## config.mk

```make
export PLATFORM = sky130hd
export DESIGN_NAME = nextpc_unit
export DESIGN_NICKNAME = d
export VERILOG_FILES = /design/src/rtl/npc_pkg.sv /design/src/rtl/npc_decode.sv /design/src/rtl/npc_targets.sv /design/src/rtl/npc_select.sv /design/src/rtl/nextpc_unit.sv
export SDC_FILE = /design/constraint.sdc
export NUM_CORES = 1
export LEC_CHECK = 0
export BUFFER_PORTS_ARGS = -buffer_cell sky130_fd_sc_hd__buf_4
export CAP_MARGIN = 5
export CELL_PAD_IN_SITES_DETAIL_PLACEMENT = 2
export CELL_PAD_IN_SITES_GLOBAL_PLACEMENT = 2
export CORE_MARGIN = 5
export CORE_UTILIZATION = 26
export CTS_CLUSTER_DIAMETER = 40
export DETAILED_ROUTE_END_ITERATION = 6
export PLACE_DENSITY = 0.86
export SYNTH_ARGS = -nofsm -noshare
export SYNTH_HDL_FRONTEND = slang
export SYNTH_HIERARCHICAL = 1
export SYNTH_SLANG_ARGS = --single-unit
```

## constraint.sdc

```tcl
create_clock -name clk -period 3.8 [get_ports clk]
set_clock_uncertainty 0.15 [all_clocks]
set_input_delay 0.19 -clock clk [delete_from_list [all_inputs] [get_ports clk]]
set_output_delay 0.19 -clock clk [all_outputs]
set_load 0.01 [all_outputs]
```

## src/rtl/npc_pkg.sv

```systemverilog
package npc_pkg;
   typedef enum logic [2:0] {
      K_SEQ,
      K_BR_EQ,
      K_BR_NE,
      K_JUMP,
      K_JUMP_LINK,
      K_JUMP_REG
   } flow_kind_e;

   localparam int OPC_W = 6;
   localparam logic [OPC_W-1:0] OPC_REGOP = 6'd0;
   localparam logic [OPC_W-1:0] OPC_JUMP  = 6'd2;
   localparam logic [OPC_W-1:0] OPC_JLINK = 6'd3;
   localparam logic [OPC_W-1:0] OPC_BREQ  = 6'd4;
   localparam logic [OPC_W-1:0] OPC_BRNE  = 6'd5;
   localparam logic [5:0]       FN_JREG   = 6'd8;
endpackage

```

## src/rtl/npc_decode.sv

```systemverilog
module npc_decode
   import npc_pkg::*;
#(
   parameter int INSTR_W = 32
) (
   input  logic [INSTR_W-1:0] instr,
   output flow_kind_e         kind
);
   localparam int FN_W = 6;

   logic [OPC_W-1:0] opc;
   logic [FN_W-1:0]  fn;

   assign opc = instr[INSTR_W-1 -: OPC_W];
   assign fn  = instr[FN_W-1:0];

   always_comb begin
      unique case (opc)
         OPC_BREQ:  kind = K_BR_EQ;
         OPC_BRNE:  kind = K_BR_NE;
         OPC_JUMP:  kind = K_JUMP;
         OPC_JLINK: kind = K_JUMP_LINK;
         OPC_REGOP: kind = (fn == FN_JREG) ? K_JUMP_REG : K_SEQ;
         default:   kind = K_SEQ;
      endcase
   end
endmodule

```

## src/rtl/npc_targets.sv

```systemverilog
module npc_targets #(
   parameter int ADDR_W  = 32,
   parameter int INSTR_W = 32,
   parameter int OFS_W   = 16,
   parameter int IDX_W   = 26
) (
   input  logic [ADDR_W-1:0]  pc,
   input  logic [INSTR_W-1:0] instr,
   output logic [ADDR_W-1:0]  seq_addr,
   output logic [ADDR_W-1:0]  br_addr,
   output logic [ADDR_W-1:0]  jmp_addr
);
   localparam int REGION_W = ADDR_W - IDX_W - 2;
   localparam int SEXT_W   = ADDR_W - OFS_W - 2;

   generate
      if (SEXT_W < 0) begin : g_bad_ofs
         $error("npc_targets: offset field too wide for address");
      end
      if (REGION_W < 0) begin : g_bad_idx
         $error("npc_targets: jump index too wide for address");
      end
      if (IDX_W > INSTR_W || OFS_W > INSTR_W) begin : g_bad_instr
         $error("npc_targets: field wider than instruction");
      end
   endgenerate

   logic [OFS_W-1:0]  ofs;
   logic [IDX_W-1:0]  idx;
   logic [ADDR_W-1:0] ofs_bytes;

   assign ofs       = instr[OFS_W-1:0];
   assign idx       = instr[IDX_W-1:0];
   assign seq_addr  = pc + ADDR_W'(4);

   generate
      if (SEXT_W > 0) begin : g_sext
         assign ofs_bytes = {{SEXT_W{ofs[OFS_W-1]}}, ofs, 2'b00};
      end else begin : g_nosext
         assign ofs_bytes = {ofs, 2'b00};
      end
   endgenerate

   assign br_addr = seq_addr + ofs_bytes;

   generate
      if (REGION_W > 0) begin : g_region
         assign jmp_addr = {seq_addr[ADDR_W-1 -: REGION_W], idx, 2'b00};
      end else begin : g_flat
         assign jmp_addr = {idx, 2'b00};
      end
   endgenerate
endmodule

```

## src/rtl/npc_select.sv

```systemverilog
module npc_select
   import npc_pkg::*;
#(
   parameter int ADDR_W = 32,
   parameter int DATA_W = 32
) (
   input  flow_kind_e         kind,
   input  logic [DATA_W-1:0]  opa,
   input  logic [DATA_W-1:0]  opb,
   input  logic [ADDR_W-1:0]  seq_addr,
   input  logic [ADDR_W-1:0]  br_addr,
   input  logic [ADDR_W-1:0]  jmp_addr,
   input  logic [ADDR_W-1:0]  reg_addr,
   output logic [ADDR_W-1:0]  nxt,
   output logic               redirect
);
   logic same;
   assign same = (opa == opb);

   always_comb begin
      nxt      = seq_addr;
      redirect = 1'b0;
      unique case (kind)
         K_BR_EQ: if (same) begin
            nxt      = br_addr;
            redirect = 1'b1;
         end
         K_BR_NE: if (!same) begin
            nxt      = br_addr;
            redirect = 1'b1;
         end
         K_JUMP, K_JUMP_LINK: begin
            nxt      = jmp_addr;
            redirect = 1'b1;
         end
         K_JUMP_REG: begin
            nxt      = reg_addr;
            redirect = 1'b1;
         end
         default: ;
      endcase
   end
endmodule

```

## src/rtl/nextpc_unit.sv

```systemverilog
module nextpc_unit
   import npc_pkg::*;
#(
   parameter int                ADDR_W   = 32,
   parameter int                OFS_W    = 16,
   parameter int                IDX_W    = 26,
   parameter logic [ADDR_W-1:0] RESET_PC = '0
) (
   input  logic              clk,
   input  logic              rst_n,
   input  logic [31:0]       instr,
   input  logic [ADDR_W-1:0] rs_val,
   input  logic [ADDR_W-1:0] rt_val,
   input  logic [ADDR_W-1:0] jreg_val,
   output logic [ADDR_W-1:0] pc_q,
   output logic [ADDR_W-1:0] next_pc,
   output logic [ADDR_W-1:0] link_pc,
   output logic              taken
);
   localparam int INSTR_W = 32;

   generate
      if (ADDR_W < 8) begin : g_bad_addr
         $error("nextpc_unit: address width too small");
      end
   endgenerate

   flow_kind_e        kind;
   logic [ADDR_W-1:0] seq_addr, br_addr, jmp_addr;

   npc_decode #(.INSTR_W(INSTR_W)) u_dec (
      .instr (instr),
      .kind  (kind)
   );

   npc_targets #(
      .ADDR_W(ADDR_W), .INSTR_W(INSTR_W), .OFS_W(OFS_W), .IDX_W(IDX_W)
   ) u_tgt (
      .pc       (pc_q),
      .instr    (instr),
      .seq_addr (seq_addr),
      .br_addr  (br_addr),
      .jmp_addr (jmp_addr)
   );

   npc_select #(.ADDR_W(ADDR_W), .DATA_W(ADDR_W)) u_sel (
      .kind     (kind),
      .opa      (rs_val),
      .opb      (rt_val),
      .seq_addr (seq_addr),
      .br_addr  (br_addr),
      .jmp_addr (jmp_addr),
      .reg_addr (jreg_val),
      .nxt      (next_pc),
      .redirect (taken)
   );

   assign link_pc = seq_addr;

   always_ff @(posedge clk or negedge rst_n) begin
      if (!rst_n) pc_q <= RESET_PC;
      else        pc_q <= next_pc;
   end

   // assertions
   logic [5:0] a_opc;
   assign a_opc = instr[31:26];

   p_reset_value_r1: assert property (@(posedge clk)
      !rst_n |=> pc_q == RESET_PC);

   p_pc_load_r12: assert property (@(posedge clk) disable iff (!rst_n)
      rst_n |=> pc_q == $past(next_pc));

   p_idle_seq_r2: assert property (@(posedge clk) disable iff (!rst_n)
      !taken |-> next_pc == link_pc);

   p_breq_r3: assert property (@(posedge clk) disable iff (!rst_n)
      (a_opc == OPC_BREQ && rs_val == rt_val) |-> taken);

   p_brne_r4: assert property (@(posedge clk) disable iff (!rst_n)
      (a_opc == OPC_BRNE && rs_val == rt_val) |-> !taken);

   p_jreg_r9: assert property (@(posedge clk) disable iff (!rst_n)
      (a_opc == OPC_REGOP && instr[5:0] == FN_JREG) |-> (taken && next_pc == jreg_val));

   p_region_r11: assert property (@(posedge clk) disable iff (!rst_n)
      (a_opc == OPC_JUMP || a_opc == OPC_JLINK) |->
         (taken && next_pc[ADDR_W-1 -: 4] == link_pc[ADDR_W-1 -: 4] && next_pc[1:0] == 2'b00));
endmodule

```

## Yosys cells after proc, flatten, opt, wreduce, memory -nomap -nowiden

Cells that the tools add are included.

- Output and inout bits: 97
- Flip-flop bits (word level): 32
- Input port bits: 130
- Logic and storage cells: 25

- Equality and inequality tests: 11
- $add $sub $neg: 2
- Mux-type cells: 8
- Reductions and logical operators: 3

Operators with widths:

| operator | count |
|---|---|
| one-hot mux 32 bit (4 select lines) | 1 |
| 2-to-1 mux 32 bit | 2 |
| adder 32 x 3 -> 32 bit (second input constant) | 1 |
| adder 32 bit | 1 |
| == test 32 bit | 1 |
| one-hot mux 3 bit (5 select lines) | 1 |
| == test 6 x 2 -> 1 bit (second input constant) | 2 |
| == test 6 x 3 -> 1 bit (second input constant) | 2 |
| == test 3 x 2 -> 1 bit (second input constant) | 2 |
| == test 3 bit (second input constant) | 2 |
| == test 6 x 4 -> 1 bit (second input constant) | 1 |
| logical NOT 6 bit | 1 |
| == test 3 x 1 -> 1 bit (second input constant) | 1 |
| 2-to-1 mux 3 bit | 1 |
| one-hot mux 1 bit (3 select lines) | 1 |
| OR reduction 3 bit | 1 |
| 2-to-1 mux 1 bit | 2 |
| OR reduction 2 bit | 1 |

## Depth between registers and ports, before layout

- Depth in word-level cells: 6
- Depth in mapped cells: 20
- Depth with buffers taken out: 19

## Modules after synthesis

The synthesis kept the hierarchy.

Modules (own cells, without submodules):

| module | cells each | area an instance (um2) | seq. area each (um2) | times used |
|---|---|---|---|---|
| npc_select | 597 | 3682.3 | 0.0 | 1 |
| npc_targets | 334 | 2391.0 | 0.0 | 1 |
| nextpc_unit | 32 | 800.8 | 800.8 | 1 |
| npc_decode | 11 | 87.6 | 0.0 | 1 |

## Least setup slack after synthesis

Ideal clock, no wire load.

- Kind: register to output
- From: register pc_q[2]
- To: output next_pc[27]
- Data required time: 3.460 ns
- Buffers on the path: 1
- Slack: -0.484 ns
- Stages on the path, launching flop included: 20
- Arrival: 3.944 ns
- Path through: dfrtp_1 -> ha_1 -> and3_1 -> nand3_1 -> or3_1 -> inv_1 -> nand3_1 -> xnor2_1 -> ha_1 -> clkbuf_1 -> a21oi_1 -> o21ai_0 -> a41o_1 -> a211o_1 -> a21oi_1 -> xnor2_1 -> inv_1 -> o21ai_0 -> a221oi_1 -> a21oi_1

- Cells in the longest elaborated chain, start to end: 4
- Elaborated cells on any way between the ends: 5
- Classes of those cells: add/sub: 2; mux: 3

Ends and longest elaborated chain:

| element | line | source |
|---|---|---|
| start: declaration | nextpc_unit.sv:15 | `output logic [ADDR_W-1:0] pc_q,` |
| start signal: assignment | nextpc_unit.sv:62 | `else pc_q <= next_pc;` |
| adder 32 x 3 -> 32 bit (*) | npc_targets.sv:34 | `assign seq_addr = pc + ADDR_W'(4);` |
| net link_pc[20] | nextpc_unit.sv:17 | `output logic [ADDR_W-1:0] link_pc,` |
| adder 32 bit (*) | npc_targets.sv:44 | `assign br_addr = seq_addr + ofs_bytes;` |
| net br_addr[27] | nextpc_unit.sv:29 | `logic [ADDR_W-1:0] seq_addr, br_addr, jmp_addr;` |
| 2-to-1 mux 32 bit (on tied branches) | npc_select.sv:28, npc_select.sv:24 |  |
| one-hot mux 32 bit (4 select lines) (*) | npc_select.sv:23 | `unique case (kind)` |
| end: declaration | nextpc_unit.sv:16 | `output logic [ADDR_W-1:0] next_pc,` |

The timed path passes the listed nets; every way through them passes the cells marked *.

## Worst setup path in the final report

- From: register pc_q[3]
- To: output next_pc[29]

- Cells in the longest elaborated chain, start to end: 4
- Elaborated cells on any way between the ends: 5
- Classes of those cells: add/sub: 2; mux: 3

Ends and longest elaborated chain:

| element | line |
|---|---|
| adder 32 x 3 -> 32 bit (*) | npc_targets.sv:34 |
| adder 32 bit (*) | npc_targets.sv:44 |
| net br_addr[29] | nextpc_unit.sv:29 |
| 2-to-1 mux 32 bit (on tied branches) | npc_select.sv:28, npc_select.sv:24 |
| one-hot mux 32 bit (4 select lines) (*) | npc_select.sv:23 |

Marks and branches as above.

==> impl_results.md <==
* Nature of the critical path startpoint: flop
* Total CTS buffers at 5
* Synth Warn # at 6
* Ant diodes at 0
* DR iter-0 viols at between 1000 and 1500
* Worst Path Max Fanout at 4
* Post-synth EDFFs at 0
* CP Launch Point: pc_q[3]
* # clock sinks at 32
* Proportion of synthesized area in mux cells at 0.0584
* WP data arrival at around 4.8 ns
* Final min period at slightly above 5 ns
* Skew-Pair Late Insertion Delay at between 0.3 and 0.4 ns
* RSZ-0062 raised after global routing: true
* Top achievable clock speed at approximately 190 MHz
* Synth top cells by count: 125 x a21oi_1, 101 x o21ai_0, 71 x xnor2_1, 59 x nand2_1, 50 x nor2_1
* Row count at slightly below 60
* Fin nets at approximately 1500
* Die area at approximately 30000 µm²
* Fillers at 2829
* Post-Synth Adder-Cell Area at 0.0622
* Most common cell in the netlist: a21oi_1
* Failing checks: setup timing
* Place WS at -0.731 ns
* CTS tree: yes
* ANT nets after route at 0
* PwrDens at about 940 nW/µm²
* Reg clk slew, reported paths at 0.08 ns
* Avg Inst Size Synth at 7.15 µm²
* #FFs+latches synth at 32
* Synth Area in Simple Gates at 0.169
* Pins Over Slew Limit at 0
* First-pass GRT wire length at just under 80 mm
* Antenna violations before repair at 2
* Die Wd at ~170 µm
* Port Buffer Count at ~230
* Area leader, netlist: dfrtp_1
* Reg-to-reg critical path startpoint: pc_q[3]
* Top reg by flops: pc_q
* Synth Flop Type: dfrtp_1
* Final wirelength at approximately 62 mm
* Relative slew slack at 0.352
* Synth Area in Compound Gates at 0.379
* CORE AREA at between 20000 and 30000 µm²
* Post-synthesis xor/xnor area fraction at 0.112
* Cell variety after synth at 61
* Worst path required time at around 3.5 ns
* Via count at about 11000
* Top Registers: pc_q: 32 flops
* Synthesized cell area at approximately 7000 µm²
* Synth top area share at 0.115
* Wire per inst at 37.1 µm
* Largest net degree at the start of global routing at 62
* Vias/cell at approximately 6.8
* CTS root buffer: clkbuf_16
* Cell count after placement at approximately 1600
* Final Core Density at 0.468
* Gate count after technology mapping at 974
* Final WS setup at -1.36 ns
* Final cell count without fillers at about 1700
* Initial Util at 0.266
* Congestion Overflow GR at 0
* Crit. End Element: primary output
* Combinational family with the most area after synthesis: compound AO/OA/AOI/OAI gates
* Max Cap Viol at 0
* Crit share post-route at 1.36
* Chip Height at 174 µm
* Area delta synth->final at 76.3%
* Final hold violation count at 0
* Setup violators final at 51
* Fin area at around 12000 µm²
* Vias in the first global route at 11900
* Post-detail-place hpwl at roughly 32 mm
* CP Class: reg -> out
* Placed cell area at approximately 10000 µm²
* Leak at slightly above 5 nW
* Slew @ Worst Pin at 0.973 ns
* Placer Congestion at approximately 1
* Status: finished, violations left
* Synth area leaders: dfrtp_1 12%, a21oi_1 9.0%, xnor2_1 8.9%
* # IOs at roughly 230
* Max reg flops at 32
* TritonRoute pass-1 iters at 6
* HP Class: in -> async
* Htree depth at 2
* Seq/Total Area, Yosys at 0.115
* Overall Global Routing Usage at 0.335
* # DRC at 0
* Ratio of cells with drive above 1 in the final layout at 0.570
* Hold slack at ~0.27 ns
* Synth async-reset ratio at 1.00
* Maximum clock path buffer count at 2
* VDD IR-drop max at ~0.34 mV
## cell usage in the layout (no fill, tap or decap), drive strengths merged, types with 28 or more instances in the layout
| master | Yosys | layout |
|---|---|---|
| a31oi | 31 | 31 |
| buf | 61 | 460 |
| mux2 | 29 | 29 |
| o21ai | 101 | 101 |
| a21oi | 127 | 127 |
| ha | 33 | 33 |
| xnor2 | 72 | 72 |
| a221oi | 28 | 28 |
| nand2 | 60 | 60 |
| nor2 | 50 | 50 |
| o22ai | 29 | 29 |
| nor3 | 36 | 36 |
| a22oi | 29 | 29 |
| dfrtp | 32 | 32 |
| o221ai | 33 | 33 |
| inv | 41 | 41 |
## power by group
| group | switching [mW] | leakage (nW) | internal (mW) |
|---|---|---|---|
| combinational | 5.85 | 4.58 | 4.37 |
| sequential | 0.294 | 0.380 | 0.519 |
| clock | 0.232 | 0.0772 | 0.282 |
| total | 6.38 | 5.04 | 5.17 |
## kinds of logic after synthesis
family,Yosys count
AO/OA/AOI/OAI,412
flip-flops,32
other,1
AND/OR/NAND/NOR,228
buffers and inverters,143
XOR/XNOR,87
multiplexers,37
adder cells (fa/ha/maj),34
## path summary, 6_finish.rpt
| path | end | slack, ns | cells after the start |
|---|---|---|---|
| worst min-delay path | pc_q[4] | 0.27 | 2 |
| worst max-delay path | next_pc[29] | -1.36 | 21 |
| max in group asynchronous | pc_q[12] | 2.78 | 2 |
| worst min register to register | pc_q[1] | 0.90 | 4 |
| min in group clk | pc_q[25] | 0.31 | 4 |
| worst max register to register | pc_q[29] | -0.92 | 21 |
## timing repair
item / 4_1_cts / 5_1_grt
setup buffers: 48 / 21
setup endpoints to repair: 43 / 48
resized for setup: 189 / 142
pin swaps: 92 / 71
hold endpoints to repair: 32 / 0
hold buffers: 1 / 0
## metal layers
metal / GRT usage / part of all wire
met1: 0.377 / 0.35
met2: 0.589 / 0.48
met3: 0.0626 / 0.080
met4: 0.196 / 0.091
met5: 0 / 0.00045
## stage by stage
| step | power (mW) | setup TNS, ns |
|---|---|---|
| 3_5_place_dp | 7.44 | -15.76 |
| 4_1_cts | 9.37 | -12.73 |
| 2_1_floorplan | 4.01 | -0.394 |
| 6_report | 11.6 | -33.53 |
| 5_1_grt | 11.8 | -34.74 |
| 3_3_place_gp | 6.96 | -5.43 |
## critical path: stages, from the launching register on
cell and delay [ns]:
dfrtp_2 0.46, ha_4 0.19, nand3_4 0.12, nor2_4 0.17, nand3_2 0.13, nor2_4 0.17
nand2_1 0.19, xnor2_2 0.31, ha_4 0.28, a21oi_1 0.26, buf_4 0.19, o211ai_1 0.18
a31oi_1 0.31, a211o_1 0.24, nand3_2 0.09, o21ai_2 0.25, xnor2_2 0.21, inv_2 0.11
a21oi_1 0.25, nor3_2 0.09, a21oi_2 0.16, buf_4 0.14
## layout make-up
cell class                 instances  area (µm²)  share of cell area
tap                              335         419              0.0342
inverter                          41         164              0.0134
multi-input combinational        800        7080               0.577
timing repair buffer             461        3640               0.296
sequential                        32         812              0.0662
clock buffer                       8         156              0.0127
(Power assumes the default switching activity.)
